[config.mk]
export PLATFORM = sky130hd
export DESIGN_NAME = owseq_top
export DESIGN_NICKNAME = d
export VERILOG_FILES = /design/src/rtl/owseq_pkg.sv /design/src/rtl/owseq_rdbuf.sv /design/src/rtl/owseq_ctrl.sv /design/src/rtl/owseq_top.sv
export SDC_FILE = /design/constraint.sdc
export NUM_CORES = 1
export LEC_CHECK = 0
export BUFFER_PORTS_ARGS = -buffer_cell sky130_fd_sc_hd__buf_2
export CORE_AREA = 3 3 163 165
export DETAILED_ROUTE_END_ITERATION = 6
export DIE_AREA = 0 0 166 168
export GPL_TIMING_DRIVEN = 0
export PLACE_DENSITY = 0.83
export SLEW_MARGIN = 15
export SYNTH_ARGS = -nofsm -noshare
export SYNTH_HDL_FRONTEND = slang
export SYNTH_SLANG_ARGS = --single-unit
[constraint.sdc]
create_clock -name clk -period 3.3 [get_ports clk]
set_input_delay 0.33 -clock clk [delete_from_list [all_inputs] [get_ports clk]]
set_output_delay 0.33 -clock clk [all_outputs]
set_load 0.005 [all_outputs]
[src/rtl/owseq_pkg.sv]
package owseq_pkg;

  typedef enum logic [1:0] {
    OP_RESET = 2'd0,
    OP_WR0   = 2'd1,
    OP_WR1   = 2'd2,
    OP_READ  = 2'd3
  } slot_op_e;

  localparam logic [1:0] PRES_OK   = 2'd0;
  localparam logic [1:0] PRES_NONE = 2'd1;

  localparam logic [1:0] ERR_NONE   = 2'd0;
  localparam logic [1:0] ERR_ABSENT = 2'd1;
  localparam logic [1:0] ERR_WIRING = 2'd2;

  typedef enum logic [2:0] {
    PH_RST,
    PH_ROMW,
    PH_ROMR,
    PH_XW,
    PH_XR,
    PH_END
  } phase_e;

  typedef enum logic [1:0] {
    ST_IDLE,
    ST_ISSUE,
    ST_WAIT,
    ST_ADV
  } state_e;

endpackage

[src/rtl/owseq_rdbuf.sv]
module owseq_rdbuf #(
  parameter int BYTES = 8,
  parameter int IW    = 7
) (
  input  logic                 clk,
  input  logic                 rst,
  input  logic                 clr,
  input  logic                 we,
  input  logic [IW-1:0]        idx,
  input  logic                 din,
  output logic [BYTES*8-1:0]   data
);
  localparam int NB = BYTES * 8;

  for (genvar b = 0; b < NB; b++) begin : g_bit
    always_ff @(posedge clk) begin
      if (rst || clr)
        data[b] <= 1'b0;
      else if (we && (idx == IW'(b)))
        data[b] <= din;
    end
  end

  // a read bit never lands outside the buffer
  p_idx_in_range_r7: assert property (@(posedge clk) disable iff (rst)
    we |-> (int'(idx) < NB));

endmodule

[src/rtl/owseq_ctrl.sv]
module owseq_ctrl
  import owseq_pkg::*;
#(
  parameter int ROM_WR_BYTES = 8,
  parameter int ROM_RD_BYTES = 8,
  parameter int XPT_WR_BYTES = 8,
  parameter int XPT_RD_BYTES = 8,
  parameter int RESET_TRIES  = 5,
  localparam int RWL_W = $clog2(ROM_WR_BYTES + 1),
  localparam int RRL_W = $clog2(ROM_RD_BYTES + 1),
  localparam int XWL_W = $clog2(XPT_WR_BYTES + 1),
  localparam int XRL_W = $clog2(XPT_RD_BYTES * 8 + 1),
  localparam int MAXB  = (ROM_WR_BYTES > ROM_RD_BYTES ?
                          (ROM_WR_BYTES > XPT_WR_BYTES ?
                           (ROM_WR_BYTES > XPT_RD_BYTES ? ROM_WR_BYTES : XPT_RD_BYTES) :
                           (XPT_WR_BYTES > XPT_RD_BYTES ? XPT_WR_BYTES : XPT_RD_BYTES)) :
                          (ROM_RD_BYTES > XPT_WR_BYTES ?
                           (ROM_RD_BYTES > XPT_RD_BYTES ? ROM_RD_BYTES : XPT_RD_BYTES) :
                           (XPT_WR_BYTES > XPT_RD_BYTES ? XPT_WR_BYTES : XPT_RD_BYTES))),
  localparam int CNT_W = $clog2(MAXB * 8 + 1)
) (
  input  logic                      clk,
  input  logic                      rst,
  input  logic                      start,
  input  logic [RWL_W-1:0]          rom_wr_len,
  input  logic [ROM_WR_BYTES*8-1:0] rom_wr_buf,
  input  logic [RRL_W-1:0]          rom_rd_len,
  input  logic [XWL_W-1:0]          xpt_wr_len,
  input  logic [XPT_WR_BYTES*8-1:0] xpt_wr_buf,
  input  logic [XRL_W-1:0]          xpt_rd_len,
  input  logic                      ovd_en,
  input  logic                      bit_rd_mode,
  output logic                      slot_req,
  output logic [1:0]                slot_op,
  output logic                      slot_fast,
  input  logic                      slot_done,
  input  logic                      slot_bit,
  input  logic [1:0]                slot_pres,
  output logic                      rd_clr,
  output logic                      rom_we,
  output logic                      xpt_we,
  output logic [CNT_W-1:0]          rd_idx,
  output logic                      rd_bit,
  output logic                      busy,
  output logic                      done,
  output logic [1:0]                err_code
);
  localparam int TRY_W = $clog2(RESET_TRIES + 1);
  localparam int RWB   = ROM_WR_BYTES * 8;
  localparam int XWB   = XPT_WR_BYTES * 8;

  state_e                  state_q;
  phase_e                  phase_q, nxt_phase;
  logic [CNT_W-1:0]        cnt_q, tot_cur;
  logic [TRY_W-1:0]        tries_q;
  logic [RWL_W-1:0]        rwl_q;
  logic [RRL_W-1:0]        rrl_q;
  logic [XWL_W-1:0]        xwl_q;
  logic [XRL_W-1:0]        xrl_q;
  logic                    ovd_q, bitm_q;
  logic [RWB-1:0]          rwbuf_q;
  logic [XWB-1:0]          xwbuf_q;
  logic                    wbit;
  logic                    rw_nz, rr_nz, xw_nz, xr_nz;

  assign busy  = (state_q != ST_IDLE);
  assign rw_nz = (rwl_q != '0);
  assign rr_nz = (rrl_q != '0);
  assign xw_nz = (xwl_q != '0);
  assign xr_nz = (xrl_q != '0);

  // phase successor, skipping empty phases; transport reads only follow writes
  always_comb begin
    case (phase_q)
      PH_RST:  nxt_phase = rw_nz ? PH_ROMW : rr_nz ? PH_ROMR : xw_nz ? PH_XW : PH_END;
      PH_ROMW: nxt_phase = rr_nz ? PH_ROMR : xw_nz ? PH_XW : PH_END;
      PH_ROMR: nxt_phase = xw_nz ? PH_XW : PH_END;
      PH_XW:   nxt_phase = xr_nz ? PH_XR : PH_END;
      default: nxt_phase = PH_END;
    endcase
  end

  // slot count of the current phase
  always_comb begin
    case (phase_q)
      PH_ROMW: tot_cur = CNT_W'({rwl_q, 3'b000});
      PH_ROMR: tot_cur = CNT_W'({rrl_q, 3'b000});
      PH_XW:   tot_cur = CNT_W'({xwl_q, 3'b000});
      PH_XR:   tot_cur = bitm_q ? CNT_W'(xrl_q) : CNT_W'({xrl_q, 3'b000});
      default: tot_cur = '0;
    endcase
  end

  // write bit selected by the slot counter, LSB of byte 0 first
  always_comb begin
    wbit = 1'b0;
    if (phase_q == PH_ROMW) begin
      for (int b = 0; b < RWB; b++)
        if (cnt_q == CNT_W'(b)) wbit = rwbuf_q[b];
    end else begin
      for (int b = 0; b < XWB; b++)
        if (cnt_q == CNT_W'(b)) wbit = xwbuf_q[b];
    end
  end

  always_ff @(posedge clk) begin
    if (rst) begin
      state_q   <= ST_IDLE;
      phase_q   <= PH_RST;
      cnt_q     <= '0;
      tries_q   <= '0;
      rwl_q     <= '0;
      rrl_q     <= '0;
      xwl_q     <= '0;
      xrl_q     <= '0;
      ovd_q     <= 1'b0;
      bitm_q    <= 1'b0;
      rwbuf_q   <= '0;
      xwbuf_q   <= '0;
      slot_req  <= 1'b0;
      slot_op   <= OP_RESET;
      slot_fast <= 1'b0;
      rd_clr    <= 1'b0;
      rom_we    <= 1'b0;
      xpt_we    <= 1'b0;
      rd_idx    <= '0;
      rd_bit    <= 1'b0;
      done      <= 1'b0;
      err_code  <= ERR_NONE;
    end else begin
      done   <= 1'b0;
      rd_clr <= 1'b0;
      rom_we <= 1'b0;
      xpt_we <= 1'b0;
      case (state_q)
        ST_IDLE: begin
          if (start) begin
            rwl_q    <= rom_wr_len;
            rrl_q    <= rom_rd_len;
            xwl_q    <= xpt_wr_len;
            xrl_q    <= xpt_rd_len;
            ovd_q    <= ovd_en;
            bitm_q   <= bit_rd_mode;
            rwbuf_q  <= rom_wr_buf;
            xwbuf_q  <= xpt_wr_buf;
            phase_q  <= PH_RST;
            cnt_q    <= '0;
            tries_q  <= TRY_W'(1);
            rd_clr   <= 1'b1;
            err_code <= ERR_NONE;
            state_q  <= ST_ISSUE;
          end
        end
        ST_ISSUE: begin
          slot_req  <= 1'b1;
          slot_fast <= ovd_q && (phase_q == PH_XW || phase_q == PH_XR);
          if (phase_q == PH_RST)
            slot_op <= OP_RESET;
          else if (phase_q == PH_ROMR || phase_q == PH_XR)
            slot_op <= OP_READ;
          else
            slot_op <= wbit ? OP_WR1 : OP_WR0;
          state_q <= ST_WAIT;
        end
        ST_WAIT: begin
          if (slot_done) begin
            slot_req <= 1'b0;
            if (phase_q == PH_RST) begin
              if (slot_pres == PRES_OK) begin
                state_q <= ST_ADV;
              end else if (slot_pres == PRES_NONE) begin
                if (tries_q == TRY_W'(RESET_TRIES)) begin
                  done     <= 1'b1;
                  err_code <= ERR_ABSENT;
                  state_q  <= ST_IDLE;
                end else begin
                  tries_q <= tries_q + TRY_W'(1);
                  state_q <= ST_ISSUE;
                end
              end else begin
                done     <= 1'b1;
                err_code <= ERR_WIRING;
                state_q  <= ST_IDLE;
              end
            end else begin
              rom_we <= (phase_q == PH_ROMR);
              xpt_we <= (phase_q == PH_XR);
              rd_idx <= cnt_q;
              rd_bit <= slot_bit;
              if ((cnt_q + CNT_W'(1)) == tot_cur) begin
                state_q <= ST_ADV;
              end else begin
                cnt_q   <= cnt_q + CNT_W'(1);
                state_q <= ST_ISSUE;
              end
            end
          end
        end
        default: begin  // ST_ADV
          phase_q <= nxt_phase;
          cnt_q   <= '0;
          if (nxt_phase == PH_END) begin
            done     <= 1'b1;
            err_code <= ERR_NONE;
            state_q  <= ST_IDLE;
          end else begin
            state_q <= ST_ISSUE;
          end
        end
      endcase
    end
  end

  // request held with stable kind and speed until the engine answers
  p_req_hold_r12: assert property (@(posedge clk) disable iff (rst)
    (slot_req && !slot_done) |=> (slot_req && $stable(slot_op) && $stable(slot_fast)));
  // request withdrawn right after completion
  p_req_drop_r12: assert property (@(posedge clk) disable iff (rst)
    (slot_req && slot_done) |=> !slot_req);
  // resets always at regular timing
  p_reset_regular_r5: assert property (@(posedge clk) disable iff (rst)
    (slot_req && slot_op == OP_RESET) |-> !slot_fast);
  // device-select slots at regular timing
  p_select_regular_r5: assert property (@(posedge clk) disable iff (rst)
    (slot_req && (phase_q == PH_ROMW || phase_q == PH_ROMR)) |-> !slot_fast);
  // reset attempts bounded
  p_tries_bound_r3: assert property (@(posedge clk) disable iff (rst)
    busy |-> (tries_q <= TRY_W'(RESET_TRIES)));
  // done is one cycle and coincides with idle
  p_done_pulse_r11: assert property (@(posedge clk) disable iff (rst)
    done |=> !done);
  p_done_idle_r11: assert property (@(posedge clk) disable iff (rst)
    done |-> !busy);
  // start while busy leaves the captured transaction untouched
  p_busy_ignore_r1: assert property (@(posedge clk) disable iff (rst)
    (busy && start) |=> ($stable(rwl_q) && $stable(xwl_q) && $stable(xrl_q) && $stable(ovd_q)));

endmodule

[src/rtl/owseq_top.sv]
module owseq_top #(
  parameter int ROM_WR_BYTES = 8,
  parameter int ROM_RD_BYTES = 8,
  parameter int XPT_WR_BYTES = 8,
  parameter int XPT_RD_BYTES = 8,
  parameter int RESET_TRIES  = 5
) (
  input  logic                                  clk,
  input  logic                                  rst,
  input  logic                                  start,
  input  logic [$clog2(ROM_WR_BYTES+1)-1:0]     rom_wr_len,
  input  logic [ROM_WR_BYTES*8-1:0]             rom_wr_buf,
  input  logic [$clog2(ROM_RD_BYTES+1)-1:0]     rom_rd_len,
  input  logic [$clog2(XPT_WR_BYTES+1)-1:0]     xpt_wr_len,
  input  logic [XPT_WR_BYTES*8-1:0]             xpt_wr_buf,
  input  logic [$clog2(XPT_RD_BYTES*8+1)-1:0]   xpt_rd_len,
  input  logic                                  ovd_en,
  input  logic                                  bit_rd_mode,
  output logic                                  slot_req,
  output logic [1:0]                            slot_op,
  output logic                                  slot_fast,
  input  logic                                  slot_done,
  input  logic                                  slot_bit,
  input  logic [1:0]                            slot_pres,
  output logic [ROM_RD_BYTES*8-1:0]             rom_rd_buf,
  output logic [XPT_RD_BYTES*8-1:0]             xpt_rd_buf,
  output logic                                  busy,
  output logic                                  done,
  output logic [1:0]                            err_code
);
  localparam int MAXB = (ROM_WR_BYTES > ROM_RD_BYTES ?
                         (ROM_WR_BYTES > XPT_WR_BYTES ?
                          (ROM_WR_BYTES > XPT_RD_BYTES ? ROM_WR_BYTES : XPT_RD_BYTES) :
                          (XPT_WR_BYTES > XPT_RD_BYTES ? XPT_WR_BYTES : XPT_RD_BYTES)) :
                         (ROM_RD_BYTES > XPT_WR_BYTES ?
                          (ROM_RD_BYTES > XPT_RD_BYTES ? ROM_RD_BYTES : XPT_RD_BYTES) :
                          (XPT_WR_BYTES > XPT_RD_BYTES ? XPT_WR_BYTES : XPT_RD_BYTES)));
  localparam int CNT_W = $clog2(MAXB * 8 + 1);

  logic             rd_clr, rom_we, xpt_we, rd_bit;
  logic [CNT_W-1:0] rd_idx;

  owseq_ctrl #(
    .ROM_WR_BYTES(ROM_WR_BYTES), .ROM_RD_BYTES(ROM_RD_BYTES),
    .XPT_WR_BYTES(XPT_WR_BYTES), .XPT_RD_BYTES(XPT_RD_BYTES),
    .RESET_TRIES (RESET_TRIES)
  ) u_ctrl (
    .clk        (clk),
    .rst        (rst),
    .start      (start),
    .rom_wr_len (rom_wr_len),
    .rom_wr_buf (rom_wr_buf),
    .rom_rd_len (rom_rd_len),
    .xpt_wr_len (xpt_wr_len),
    .xpt_wr_buf (xpt_wr_buf),
    .xpt_rd_len (xpt_rd_len),
    .ovd_en     (ovd_en),
    .bit_rd_mode(bit_rd_mode),
    .slot_req   (slot_req),
    .slot_op    (slot_op),
    .slot_fast  (slot_fast),
    .slot_done  (slot_done),
    .slot_bit   (slot_bit),
    .slot_pres  (slot_pres),
    .rd_clr     (rd_clr),
    .rom_we     (rom_we),
    .xpt_we     (xpt_we),
    .rd_idx     (rd_idx),
    .rd_bit     (rd_bit),
    .busy       (busy),
    .done       (done),
    .err_code   (err_code)
  );

  owseq_rdbuf #(.BYTES(ROM_RD_BYTES), .IW(CNT_W)) u_rom_buf (
    .clk (clk),
    .rst (rst),
    .clr (rd_clr),
    .we  (rom_we),
    .idx (rd_idx),
    .din (rd_bit),
    .data(rom_rd_buf)
  );

  owseq_rdbuf #(.BYTES(XPT_RD_BYTES), .IW(CNT_W)) u_xpt_buf (
    .clk (clk),
    .rst (rst),
    .clr (rd_clr),
    .we  (xpt_we),
    .idx (rd_idx),
    .din (rd_bit),
    .data(xpt_rd_buf)
  );

endmodule

# Yosys cells after proc, flatten, opt, wreduce, memory -nomap -nowiden
# Index checks and enable logic that the tools add are counted.
classes:
  mux: 180
  eq_ne: 145
  addsub: 2
  n_reduce_logical: 157
  n_bitwise: 6
ops:
  columns: ["operator", "n"]
  rows:
  - ["$eq A7 B6 Y1 const B", 64]
  - ["$eq A7 B5 Y1 const B", 32]
  - ["$mux W1", 141]
  - ["$logic_and A1 B1 Y1", 129]
  - ["$eq A7 B4 Y1 const B", 16]
  - ["$eq A7 B3 Y1 const B", 8]
  - ["$mux W7", 5]
  - ["$mux W2", 15]
  - ["$mux W3", 10]
  - ["$eq A7 B2 Y1 const B", 4]
  - ["$pmux W7 S4", 1]
  - ["$pmux W7 S3", 1]
  - ["$eq A7 B1 Y1 const B", 2]
  - ["$logic_not A7 Y1", 2]
  - ["$reduce_and A7 Y1", 2]
  - ["$ne A2 B2 Y1 const B", 6]
  - ["$pmux W2 S3", 2]
  - ["$pmux W3 S2", 2]
  - ["$pmux W3 S4", 1]
  - ["$reduce_bool A4 Y1", 3]
  - ["$eq A3 B3 Y1 const B", 3]
  - ["$reduce_and A2 Y1", 4]
  - ["$add A7 B1 Y7 const B", 1]
  - ["$eq A7 B7 Y1", 1]
  - ["19 further kinds", 35]
word_totals:
  output_inout_bits: 136
  ff_bits: 310
  input_bits: 156
  word_cells: 640

# Longest topological paths before layout
# Gate-level depths: netlist of the first run.
depth:
  depth_word: 69
  mapped_depth: 15
  ltp_nobuf: 11

# Cells and area by module
# From an unflattened synthesis of the first run, not the netlist that was laid out.
unflattened:
  hier_cells: 1894
  area_unflattened_um2: 15025.7
modules_own_cells:
  columns: ["mod", "cells_each", "instances", "area_per_inst_um2", "seq_area_each_um2"]
  rows:
  - ["owseq_ctrl", 1270, 1, 9265.1, 3643.5]
  - ["owseq_rdbuf", 312, 2, 2880.3, 1281.2]

# Least setup slack after synthesis of the first run
# Ideal clock, no wire load.
synth_timing:
  path_type: "reg-to-reg"
  startpoint: "register u_ctrl.cnt_q[0]"
  endpoint: "register u_ctrl.slot_op[0]"
  arrival_time_ns: 2.687
  setup_time_ns: 0.157
  t_required_ns: 3.143
  synth_period_minus_slack_ns: 2.844
  path_buffers: 1
  setup_slack_ns: 0.456
  stages_incl_launch_ff: 13
  cell_sequence: "dfxtp_1 > clkbuf_1 > inv_1 > ha_1 > nor3b_1 > a2111oi_2 > o22ai_1 > a2111oi_2 > a2111oi_1 > nor4b_2 > o32ai_2 > a211oi_1 > a2111oi_2"
synth_between:
  elab_chain_len: 69
  word_cells_on_any_way: 196
  cone_classes: "eq/ne (63); mux (132); reduce/logical (1)"
synth_lines:
  columns: ["item", "line", "rtl"]
  rows:
  - ["start, declared", "owseq_ctrl.sv:54", "logic [CNT_W-1:0] cnt_q, tot_cur;"]
  - ["start signal, assigned", "owseq_ctrl.sv:193", "cnt_q <= cnt_q + CNT_W'(1);"]
  - ["$logic_not A7 Y1", "owseq_ctrl.sv:99, owseq_ctrl.sv:102", null]
  - ["$mux W1, on equally long branches (64 in series)", "owseq_ctrl.sv:102, owseq_ctrl.sv:99", null]
  - ["$mux W1 (*)", "owseq_ctrl.sv:97", "if (phase_q == PH_ROMW) begin"]
  - ["$mux W2 (*)", "owseq_ctrl.sv:162", "slot_op <= wbit ? OP_WR1 : OP_WR0;"]
  - ["$mux W2 (*)", "owseq_ctrl.sv:159", "else if (phase_q == PH_ROMR || phase_q == PH_XR)"]
  - ["$mux W2 (*)", "owseq_ctrl.sv:157", "if (phase_q == PH_RST)"]
  - ["end signal, assigned", "owseq_ctrl.sv:162", null]
  - ["end, declared", "owseq_ctrl.sv:34", "output logic [1:0] slot_op,"]
# Mark *: on every way between the ends. The rest lies on a longest branch, timed or not.
# A chain may end at the register's enable or synchronous reset.

# Final worst setup path of the first run
layout_timing:
  startpoint: "register u_ctrl.cnt_q[1]"
  endpoint: "register u_ctrl.slot_op[1]"
# The elaborated chain is that of the path after synthesis.

==> run_results.csv, run 1 <==
group,metric,value,unit
floorplanning,die_x,166,um
sta,max_freq,0.307,GHz
layout,area_growth,26.3,%
layout,final_cells,2456,
clock_tree,cts_htree_levels,1,
clock_tree,cts_tree,"built",
sta,period_needed,3260,ps
grt,grt_max_degree,16,
synthesis,yosys_register_bits,310,
placement,hpwl,38300,um
floorplanning,initial_utilization,0.549,
clock_tree,clock_path_buffers,3,
synthesis,synthesis.nets,1893,
sta,fin_crit_sh,0.988,
setup_path,required,3820,ps
sta,setup_viol,0,
grt,grt_pass1_vias,14500,
sta,setup_ws,38.6,ps
grt,use_met2,0.587,
setup_path,endpoint_kind,"register",
synthesis,synth_area_leaders,"dfxtp_1 (45%), a21oi_1 (12%), nand2_1 (10%)",
route,ant_nets,0,
layout,regArea,6210,um^2
route,viasPerCell,6.22,
placement,port_buffers,291,
pwr,p_per_area,598,nW/um^2
min_path,worstHoldPathType,"input pin to register",
grt,antenna_found_initial,0,
placement,post_dp_cell_area,15700,um^2
sta,rsz0062_at_grt,"no",
layout,final_layout_size_suffix_gt1_frac,0.207,
placement,dp_cells,2348,
floorplanning,rows,58,
clock_tree,clk_latency,580,ps
sta,clock_skew,6.34,ps
pwr,leakagePower,6.66,nW
route,drc_errors,0,
floorplanning,ios,292,
route,detailroute.via_count,15300,
route,wl_per_cell,21.6,um
floorplanning,fp.coreArea,25200,um^2
synthesis,synth_edf_count,0,
route,firstDrtPassIters,6,
synthesis,dominantRegCellSynth,"dfxtp_1",
setup_path,critPathSlowestCell,"a2111oi_2",
floorplanning,die_y,168,um
grt,grt.busiest_layer,"met2",
layout,nets,2270,
synthesis,syn_avg_cell_area,8.01,um^2
setup_path,critPathMaxFanout,10,
grt,grt_use_met3,0.0841,
sta,hold_viol_final,0,
route,drt_iter0_markers,1829,
synthesis,syn_area,13800,um^2
layout,design_area,17500,um^2
synthesis,ys_seq_area_frac,0.449,
layout,fillers,2009,
run,drv_cap,0,
clock_tree,cts_made_buffers,30,
synthesis,synth_cell_types,86,
setup_path,start_kind,"register",
synthesis,yosysTopAreaCell,"dfxtp_1",
pwr,vdd_drop_max,0.000406,V
route,wl,53000,um
synthesis,ys_warn_count,0,
layout,n_antenna_cell,0,
grt,use_met1,0.472,
setup_path,critPathKind,"register to register",
clock_tree,cts.clk_slew.worst_paths,70,ps
setup_path,arrival,3780,ps
setup_path,path_cells,"ha_2 -> buf_4 -> nor3b_1 -> o21ai_1 -> o211ai_1 -> a2111oi_2 -> a2111oi_2 -> nor4b_2 -> o32ai_4 -> a211oi_1 -> o21a_1",
grt,grt_pass1_wl,80900,um
floorplanning,dieArea,27900,um^2
sta,slew_violations,0,
synthesis,yosysTopAreaCellShare,0.449,
synthesis,synthArstFlopShare,0,
setup_path,cp_common_cell,"a2111oi_2",
grt,grt.total_usage,0.360,
setup_path,slowest_delay,540,ps
outcome,status,"finished clean",
sta,tightest_slew,1190,ps
clock_tree,cts_sinks,310,
sta,fin_setup_tns,0,ps
clock_tree,root_buffer,"clkbuf_16",
synthesis,netlist_instances,1727,
placement,gp_congestion,0.995,
layout,multiInputGateArea,7090,um^2
grt,grt_overflow_total,0,
sta,slew_headroom,0.201,
placement,place_ws,-573,ps
-- power by group --
| part | total, mW | switching, mW | internal, mW |
|---|---|---|---|
| Combinational | 2.53 | 1.65 | 0.881 |
| Sequential | 4.49 | 0.332 | 4.15 |
| Clock | 3.43 | 1.49 | 1.94 |
| Total | 10.5 | 3.47 | 6.98 |
-- cells in the mapped netlist (all sizes together) (3+ instances only) --
library cell,n
a2111oi,5
a211oi,142
a21oi,335
a221oi,9
a22oi,6
a31oi,4
and2,5
and3,3
buf,42
clkbuf,104
dfxtp,310
ha,10
inv,16
mux2i,5
nand2,377
nand2b,22
nand3,13
nand3b,16
nand4,10
nor2,70
nor2b,17
nor3,29
nor3b,11
nor4,10
nor4b,4
o2111ai,5
o211a,3
o211ai,13
o21a,6
o21ai,33
o221ai,9
o22ai,12
o311a,3
o31ai,7
o32ai,3
or2,4
or3,5
or3b,3
xnor2,8
-- worst max-delay path, delay by kind of cell, from the launching register on --
kind                       cells  cell delay, ps
buffers and inverters          1             270
DFF                            1             400
AOI/OAI and AO/OA              7            1820
and+or+nand+nor                2             400
adders and majority gates      1             300
-- state kept, by name (all words and copies together), names as in the netlist, 3 cells and up --
name            flops
u_ctrl.rwbuf_q     64
u_ctrl.xwbuf_q     64
u_rom_buf.data     64
u_xpt_buf.data     64
u_ctrl.cnt_q        7
u_ctrl.rd_idx       7
u_ctrl.xrl_q        7
u_ctrl.rrl_q        4
u_ctrl.rwl_q        4
u_ctrl.xwl_q        4
u_ctrl.phase_q      3
u_ctrl.tries_q      3
-- logic make-up after synthesis --
logic type,Yosys count,synth area share
AND/OR/NAND/NOR,607,0.198
adder cells (fa/ha/maj),10,0.00905
XOR/XNOR,11,0.00805
multiplexers,6,0.00443
AO/OA/AOI/OAI,620,0.281
flip-flops,310,0.449
buffers and inverters,163,0.0513
-- area by class of cell --
type                       count  area share
tap                          330      0.0236
buffer                       146      0.0428
clock inverter                10     0.00673
sequential                   310       0.355
inverter                      17     0.00422
timing repair buffer         345       0.113
multi-input combinational   1254       0.406
clock buffer                  44      0.0488
-- path summary, 6_finish.rpt --
check                           depth (start not counted)           endpoint  slack, ps         startpoint
worst max-delay path                                   11  u_ctrl.slot_op[1]         40    u_ctrl.cnt_q[1]
worst min-delay path                                    3  u_ctrl.rwbuf_q[3]        0.7      rom_wr_buf[3]
worst max register to register                         11  u_ctrl.slot_op[1]         40    u_ctrl.cnt_q[1]
worst min register to register                          2  u_ctrl.rwbuf_q[6]        460  u_ctrl.rwbuf_q[6]
-- layout by cell type, fill, tap and decap left out, drive strengths merged, types with 11 or more instances in the layout --
master | netlist | layout
inv | 16 | 14
nor3 | 29 | 29
nand3 | 13 | 13
nand2b | 22 | 22
dfxtp | 310 | 310
nor3b | 11 | 11
a211oi | 142 | 142
a21oi | 335 | 335
nor2 | 70 | 70
dlygate4sd3 | 0 | 44
nand2 | 377 | 377
nand3b | 16 | 16
o22ai | 12 | 12
buf | 42 | 341
clkbuf | 104 | 150
o21ai | 33 | 33
o211ai | 13 | 13
nor2b | 17 | 17
-- per-stage QoR --
| stage | hold slack, ps | total power [mW] | utilization |
|---|---|---|---|
| 5_1_grt | 5.87 | 10.9 | 0.694 |
| 2_1_floorplan | 431 | 6.10 | - |
| 6_report | 0.672 | 10.5 | 0.694 |
| 3_5_place_dp | 446 | 6.91 | 0.624 |
| 4_1_cts | 0.0394 | 10.3 | 0.686 |
| 3_3_place_gp | 442 | 6.85 | 0.624 |
-- repair_timing --
item | 4_1_cts | 5_1_grt
hold endpoints to repair | 44 | 0
pin swaps | 4 | 10
cloned | 0 | 0
resized for setup | 36 | 40
endpoints found under the setup margin | 2 | 2
hold buffers | 44 | 0
buffers inserted | 3 | 7
-- per-layer routing --
metal | vias up | part of all wire
met3 | 169 | 0.11
met2 | 1019 | 0.45
met5 | - | 0
met1 | 7138 | 0.40
li1 | 6942 | -
met4 | 0 | 0.038
Note: power is estimated with default switching activity, not from simulation.
==> inputs of run 2 (changes only) <==
--- a/config.mk
+++ b/config.mk
@@ -7,10 +7,11 @@
 export LEC_CHECK = 0
 export BUFFER_PORTS_ARGS = -buffer_cell sky130_fd_sc_hd__buf_2
 export CORE_AREA = 3 3 163 165
+export CTS_BUF_LIST = sky130_fd_sc_hd__clkbuf_8 sky130_fd_sc_hd__clkbuf_16
 export DETAILED_ROUTE_END_ITERATION = 6
 export DIE_AREA = 0 0 166 168
 export GPL_TIMING_DRIVEN = 0
-export PLACE_DENSITY = 0.83
+export PLACE_DENSITY = 0.78
 export SLEW_MARGIN = 15
 export SYNTH_ARGS = -nofsm -noshare
 export SYNTH_HDL_FRONTEND = slang
==> run_results.csv, run 2 (synthesis gave the netlist of run 1 again) <==
group,metric,value,unit
route,wl,54300,um
sta,fin_crit_sh,0.998,
route,detailroute.via_count,15100,
clock_tree,cts.clk_slew.worst_paths,60,ps
clock_tree,cts_sinks,310,
clock_tree,root_buffer,"clkbuf_16",
layout,fillers,2145,
layout,nets,2227,
grt,antenna_found_initial,2,
grt,grt.total_usage,0.369,
grt,grt_pass1_vias,14100,
placement,dp_cells,2348,
clock_tree,clk_latency,520,ps
sta,clock_skew,20.5,ps
placement,gp_congestion,1.01,
pwr,p_clk_frac,0.344,
setup_path,critPathSlowestCell,"a2111oi_1",
placement,post_dp_cell_area,15700,um^2
setup_path,endpoint_kind,"register",
pwr,p_per_area,623,nW/um^2
min_path,min_from,"slot_bit",
route,drt_iter0_markers,2096,
sta,slew_headroom,0.195,
sta,tightest_slew,1200,ps
min_path,min_to,"u_ctrl.rd_bit",
route,viasPerCell,6.25,
floorplanning,fp.coreArea,25200,um^2
pwr,swShare,0.333,
pwr,p_switching,3.55,mW
setup_path,r2r-start,"u_ctrl.cnt_q[1]",
min_path,hold_depth,3,
setup_path,r2r-end,"u_ctrl.slot_op[0]",
floorplanning,die_x,166,um
layout,area_growth,23.7,%
pwr,vdd_drop_max,0.000455,V
run,drv_cap,0,
layout,design_area,17100,um^2
pwr,p_comb_frac,0.235,
sta,fin_setup_tns,0,ps
pwr,internal-power,7.11,mW
setup_path,required,3660,ps
sta,rsz0062_at_grt,"no",
route,ant_nets,0,
clock_tree,postCtsHoldBufs,0,
setup_path,rrSetupSlack,7,ps
clock_tree,clock_path_buffers,3,
outcome,status,"finished clean",
route,wl_per_cell,22.5,um
sta,slew_violations,0,
route,drc_errors,0,
pwr,power_frac_seq,0.421,
floorplanning,dieArea,27900,um^2
floorplanning,rows,58,
floorplanning,ios,292,
sta,hold_viol_final,0,
setup_path,arrival,3650,ps
setup_path,cp_common_cell,"buf_6",
setup_path,path_cells,"inv_1 -> ha_1 -> buf_6 -> buf_6 -> nand3b_1 -> a2111oi_1 -> nor4b_2 -> a211oi_1 -> o211ai_1 -> nand4_1 -> a311oi_2 -> buf_4 -> a211oi_2 -> a2111oi_2",
clock_tree,cts_htree_levels,2,
setup_path,critPathMaxFanout,10,
route,firstDrtPassIters,6,
grt,grt_pass1_wl,81700,um
setup_path,start_kind,"register",
placement,hpwl,40100,um
placement,port_buffers,291,
grt,grt_overflow_total,0,
layout,mostFrequentLayoutCells,"nand2_1 (376), a21oi_1 (334), dfxtp_1 (309)",
floorplanning,initial_utilization,0.549,
grt,grt_max_degree,14,
layout,final_layout_size_suffix_gt1_frac,0.213,
setup_path,slowest_delay,510,ps
sta,setup_viol,0,
layout,final_cells,2415,
setup_path,reg2reg_depth,14,
clock_tree,cts_tree,"built",
pwr,leakagePower,6.51,nW
floorplanning,die_y,168,um
pwr,power,10.7,mW
setup_path,critPathKind,"register to register",
sta,period_needed,3290,ps
clock_tree,cts_made_buffers,34,
layout,mostFrequentLayoutCell,"nand2_1",
min_path,worstHoldPathType,"input pin to register",
sta,max_freq,0.304,GHz
[run 2: worst max-delay path, delay by kind of cell (launching register included)]
family                   cells  cell delay [ps]
AO/OA/AOI/OAI                6             1460
buffers and inverters        4              590
AND/OR/NAND/NOR              3              460
flip-flops                   1              410
adder cells (fa/ha/maj)      1              200
[run 2: worst max-delay path by stage]
stage                    startpoint           endpoint  slack (ps)  cells past startpoint
floorplan           u_ctrl.cnt_q[0]  u_ctrl.slot_op[0]         460                     12
global placement    u_ctrl.cnt_q[0]  u_ctrl.slot_op[0]        -660                     14
detailed placement  u_ctrl.cnt_q[0]  u_ctrl.slot_op[0]        -670                     14
CTS                 u_ctrl.cnt_q[1]  u_ctrl.slot_op[0]           3                     13
global route        u_ctrl.cnt_q[0]  u_ctrl.slot_op[0]         0.9                     14
finish              u_ctrl.cnt_q[1]  u_ctrl.slot_op[0]           7                     14
[run 2: final cells by class]
class / instances / area [um^2] / area share
tap: 330 / 413 / 0.0241
clock buffer: 42 / 972 / 0.0568
multi-input combinational: 1254 / 7100 / 0.415
timing repair buffer: 298 / 1510 / 0.0882
sequential: 310 / 6210 / 0.363
inverter: 17 / 73.8 / 0.00431
buffer: 146 / 721 / 0.0421
clock inverter: 17 / 111 / 0.00651
antenna: 1 / 2.50 / 0.000146
[run 2: power groups by stage]
stage | sequential (mW) | combinational [mW] | clock [mW]
floorplan | 4.42 | 1.68 | 0
detailed placement | 4.54 | 2.39 | 0
global route | 4.52 | 2.75 | 3.82
finish | 4.48 | 2.50 | 3.67
CTS | 4.47 | 2.43 | 3.66
global placement | 4.53 | 2.33 | 0
[run 2: metrics by stage]
step	setup slack (ps)	hold slack (ps)	util
final	6.78	51.3	0.679
after global routing	0.890	47.7	0.679
after CTS	2.89	41.2	0.672
after detailed placement	-672	445	0.624
after global placement	-662	443	0.624
after floorplan	456	431	-
[run 2: repair_timing]
item	CTS	global route
pin swaps	6	9
resized for setup	30	45
buffers inserted	2	5
endpoints found under the setup margin	2	3
[run 2: layer usage]
metal / wire, um / part of all wire / global-route usage
met1: 22300 / 0.41 / 0.502
met2: 23800 / 0.44 / 0.582
met3: 5890 / 0.11 / 0.0812
met4: 2220 / 0.041 / 0.133
met5: 13 / 0.00024 / 0
==> inputs of run 3 (changes only) <==
--- a/config.mk
+++ b/config.mk
@@ -6,10 +6,10 @@
 export NUM_CORES = 1
 export LEC_CHECK = 0
 export BUFFER_PORTS_ARGS = -buffer_cell sky130_fd_sc_hd__buf_2
-export CORE_AREA = 3 3 163 165
+export CORE_AREA = 2 2 162 164
 export CTS_BUF_LIST = sky130_fd_sc_hd__clkbuf_8 sky130_fd_sc_hd__clkbuf_16
 export DETAILED_ROUTE_END_ITERATION = 6
-export DIE_AREA = 0 0 166 168
+export DIE_AREA = 0 0 164 166
 export GPL_TIMING_DRIVEN = 0
 export PLACE_DENSITY = 0.78
 export SLEW_MARGIN = 15
==> run_results.csv, run 3 (synthesis gave the netlist of run 1 again) <==
group,metric,value,unit
outcome,status,"complete, but fails checks",
outcome,violations,"negative hold slack",
setup_path,endpoint_kind,"register",
layout,area_growth,31.5,%
sta,clock_skew,26.9,ps
floorplanning,initial_utilization,0.540,
setup_path,path_cells,"ha_2 -> buf_4 -> nand3b_2 -> o221ai_1 -> a311o_1 -> a211oi_1 -> o211ai_1 -> nand4_1 -> a311oi_4 -> buf_6 -> a211oi_1 -> o21a_1",
clock_tree,cts_sinks,310,
floorplanning,ios,292,
setup_path,start_kind,"register",
layout,final_layout_size_suffix_gt1_frac,0.205,
setup_path,critPathKind,"register to register",
grt,grt_max_degree,17,
floorplanning,fp.coreArea,25600,um^2
grt,antenna_found_initial,1,
route,firstDrtPassIters,6,
run,drv_cap,0,
clock_tree,clk_latency,600,ps
sta,fin_setup_tns,0,ps
pwr,leakagePower,6.97,nW
route,drt_iter0_markers,2003,
clock_tree,root_buffer,"clkbuf_16",
setup_path,critPathMaxFanout,10,
placement,hpwl,38600,um
setup_path,cp_common_cell,"a211oi_1",
setup_path,required,3790,ps
sta,hold_viol_final,1,
pwr,power,10.7,mW
floorplanning,die_y,166,um
floorplanning,rows,59,
sta,setup_viol,0,
clock_tree,cts_tree,"built",
grt,grt_overflow_total,0,
clock_tree,clock_path_buffers,3,
layout,nets,2337,
pwr,p_per_area,586,nW/um^2
clock_tree,cts_made_buffers,31,
grt,grt.total_usage,0.396,
route,viasPerCell,6.19,
route,ant_nets,0,
layout,mostFrequentLayoutCells,"nand2_1 (376), a21oi_1 (335), dfxtp_1 (309)",
grt,grt_pass1_wl,83700,um
setup_path,critPathSlowestCell,"dfxtp_4",
sta,slew_headroom,0.154,
sta,slew_violations,0,
route,detailroute.via_count,15700,
sta,fin_crit_sh,0.988,
min_path,worstHoldPathType,"input pin to register",
placement,port_buffers,291,
setup_path,arrival,3750,ps
sta,tightest_slew,1260,ps
setup_path,worst-path-buf-inv,2,
route,wl_per_cell,22.1,um
placement,gp_congestion,1.03,
route,wl,55900,um
layout,mostFrequentLayoutCell,"nand2_1",
floorplanning,die_x,164,um
grt,grt_pass1_vias,14600,
setup_path,slowest_delay,400,ps
setup_path,worst_path_dominant_cell_family,"compound AO/OA/AOI/OAI gates",
sta,max_freq,0.307,GHz
floorplanning,dieArea,27200,um^2
clock_tree,cts.clk_slew.worst_paths,60,ps
sta,period_needed,3260,ps
sta,holdWs,-4.20,ps
route,drc_errors,0,
clock_tree,cts_htree_levels,1,
pwr,vdd_drop_max,0.000414,V
-- run 3: worst paths after layout --
kind,startpoint,end,slack [ps],cells after the start
worst min register to register,u_ctrl.rwbuf_q[45],u_ctrl.rwbuf_q[45],460,2
worst max register to register,u_ctrl.cnt_q[1],u_ctrl.slot_op[1],40,12
worst max-delay path,u_ctrl.cnt_q[1],u_ctrl.slot_op[1],40,12
worst min-delay path,rom_wr_buf[1],u_ctrl.rwbuf_q[1],-4,3
-- run 3: final cells by class --
type / instances / area (um^2)
Clock buffer: 39 / 886
Multi-Input combinational cell: 1254 / 7110
Clock inverter: 18 / 123
Fill cell: 1995 / 7430
Sequential cell: 310 / 6210
Timing Repair Buffer: 411 / 2630
Buffer: 146 / 728
Inverter: 17 / 75.1
Antenna cell: 1 / 2.50
Tap cell: 335 / 419
-- run 3: stage by stage --
stage / utilization / area, um^2 / worst slack, ps / cells / hold slack [ps]
after global placement: 0.613 / 15700 / -598 / 2353 / 441
after CTS: 0.698 / 17900 / 4.39 / 2517 / 0.383
final: 0.710 / 18200 / 40.7 / 2531 / -4.20
after global routing: 0.710 / 18200 / -26.9 / 2531 / 2.64
after detailed placement: 0.613 / 15700 / -652 / 2353 / 448
after floorplan: - / 13800 / 456 / 1727 / 431
-- run 3: timing repair --
| item | in CTS | in global routing |
|---|---|---|
| hold endpoints to repair | 106 | 0 |
| hold buffers | 106 | 0 |
| setup endpoints to repair | 2 | 4 |
| gates resized for setup | 26 | 53 |
| gates cloned | 0 | 0 |
| pin swaps | 3 | 14 |
| buffers inserted | 1 | 13 |
-- run 3: power breakdown --
part           total [mW]  internal [mW]  switching [mW]
Clock                3.51           1.96            1.54
Combinational        2.66          0.953            1.71
Sequential           4.48           4.15           0.329
Total                10.7           7.07            3.58
-- run 3: worst register-to-register path: cells and delay by family, from the launching register on --
| family | cells | cell delay (ps) |
|---|---|---|
| buffers and inverters | 2 | 420 |
| AOI/OAI and AO/OA | 7 | 1420 |
| DFF | 1 | 400 |
| adders and majority gates | 1 | 290 |
| and+or+nand+nor | 2 | 620 |
-- run 3: metal layers --
metal | global-route usage | wire length (um) | up-vias
met5 | 0 | 0 | -
met1 | 0.518 | 22400 | 7375
met4 | 0.161 | 2410 | 0
li1 | - | - | 7083
met3 | 0.0827 | 5850 | 170
met2 | 0.637 | 25300 | 1045
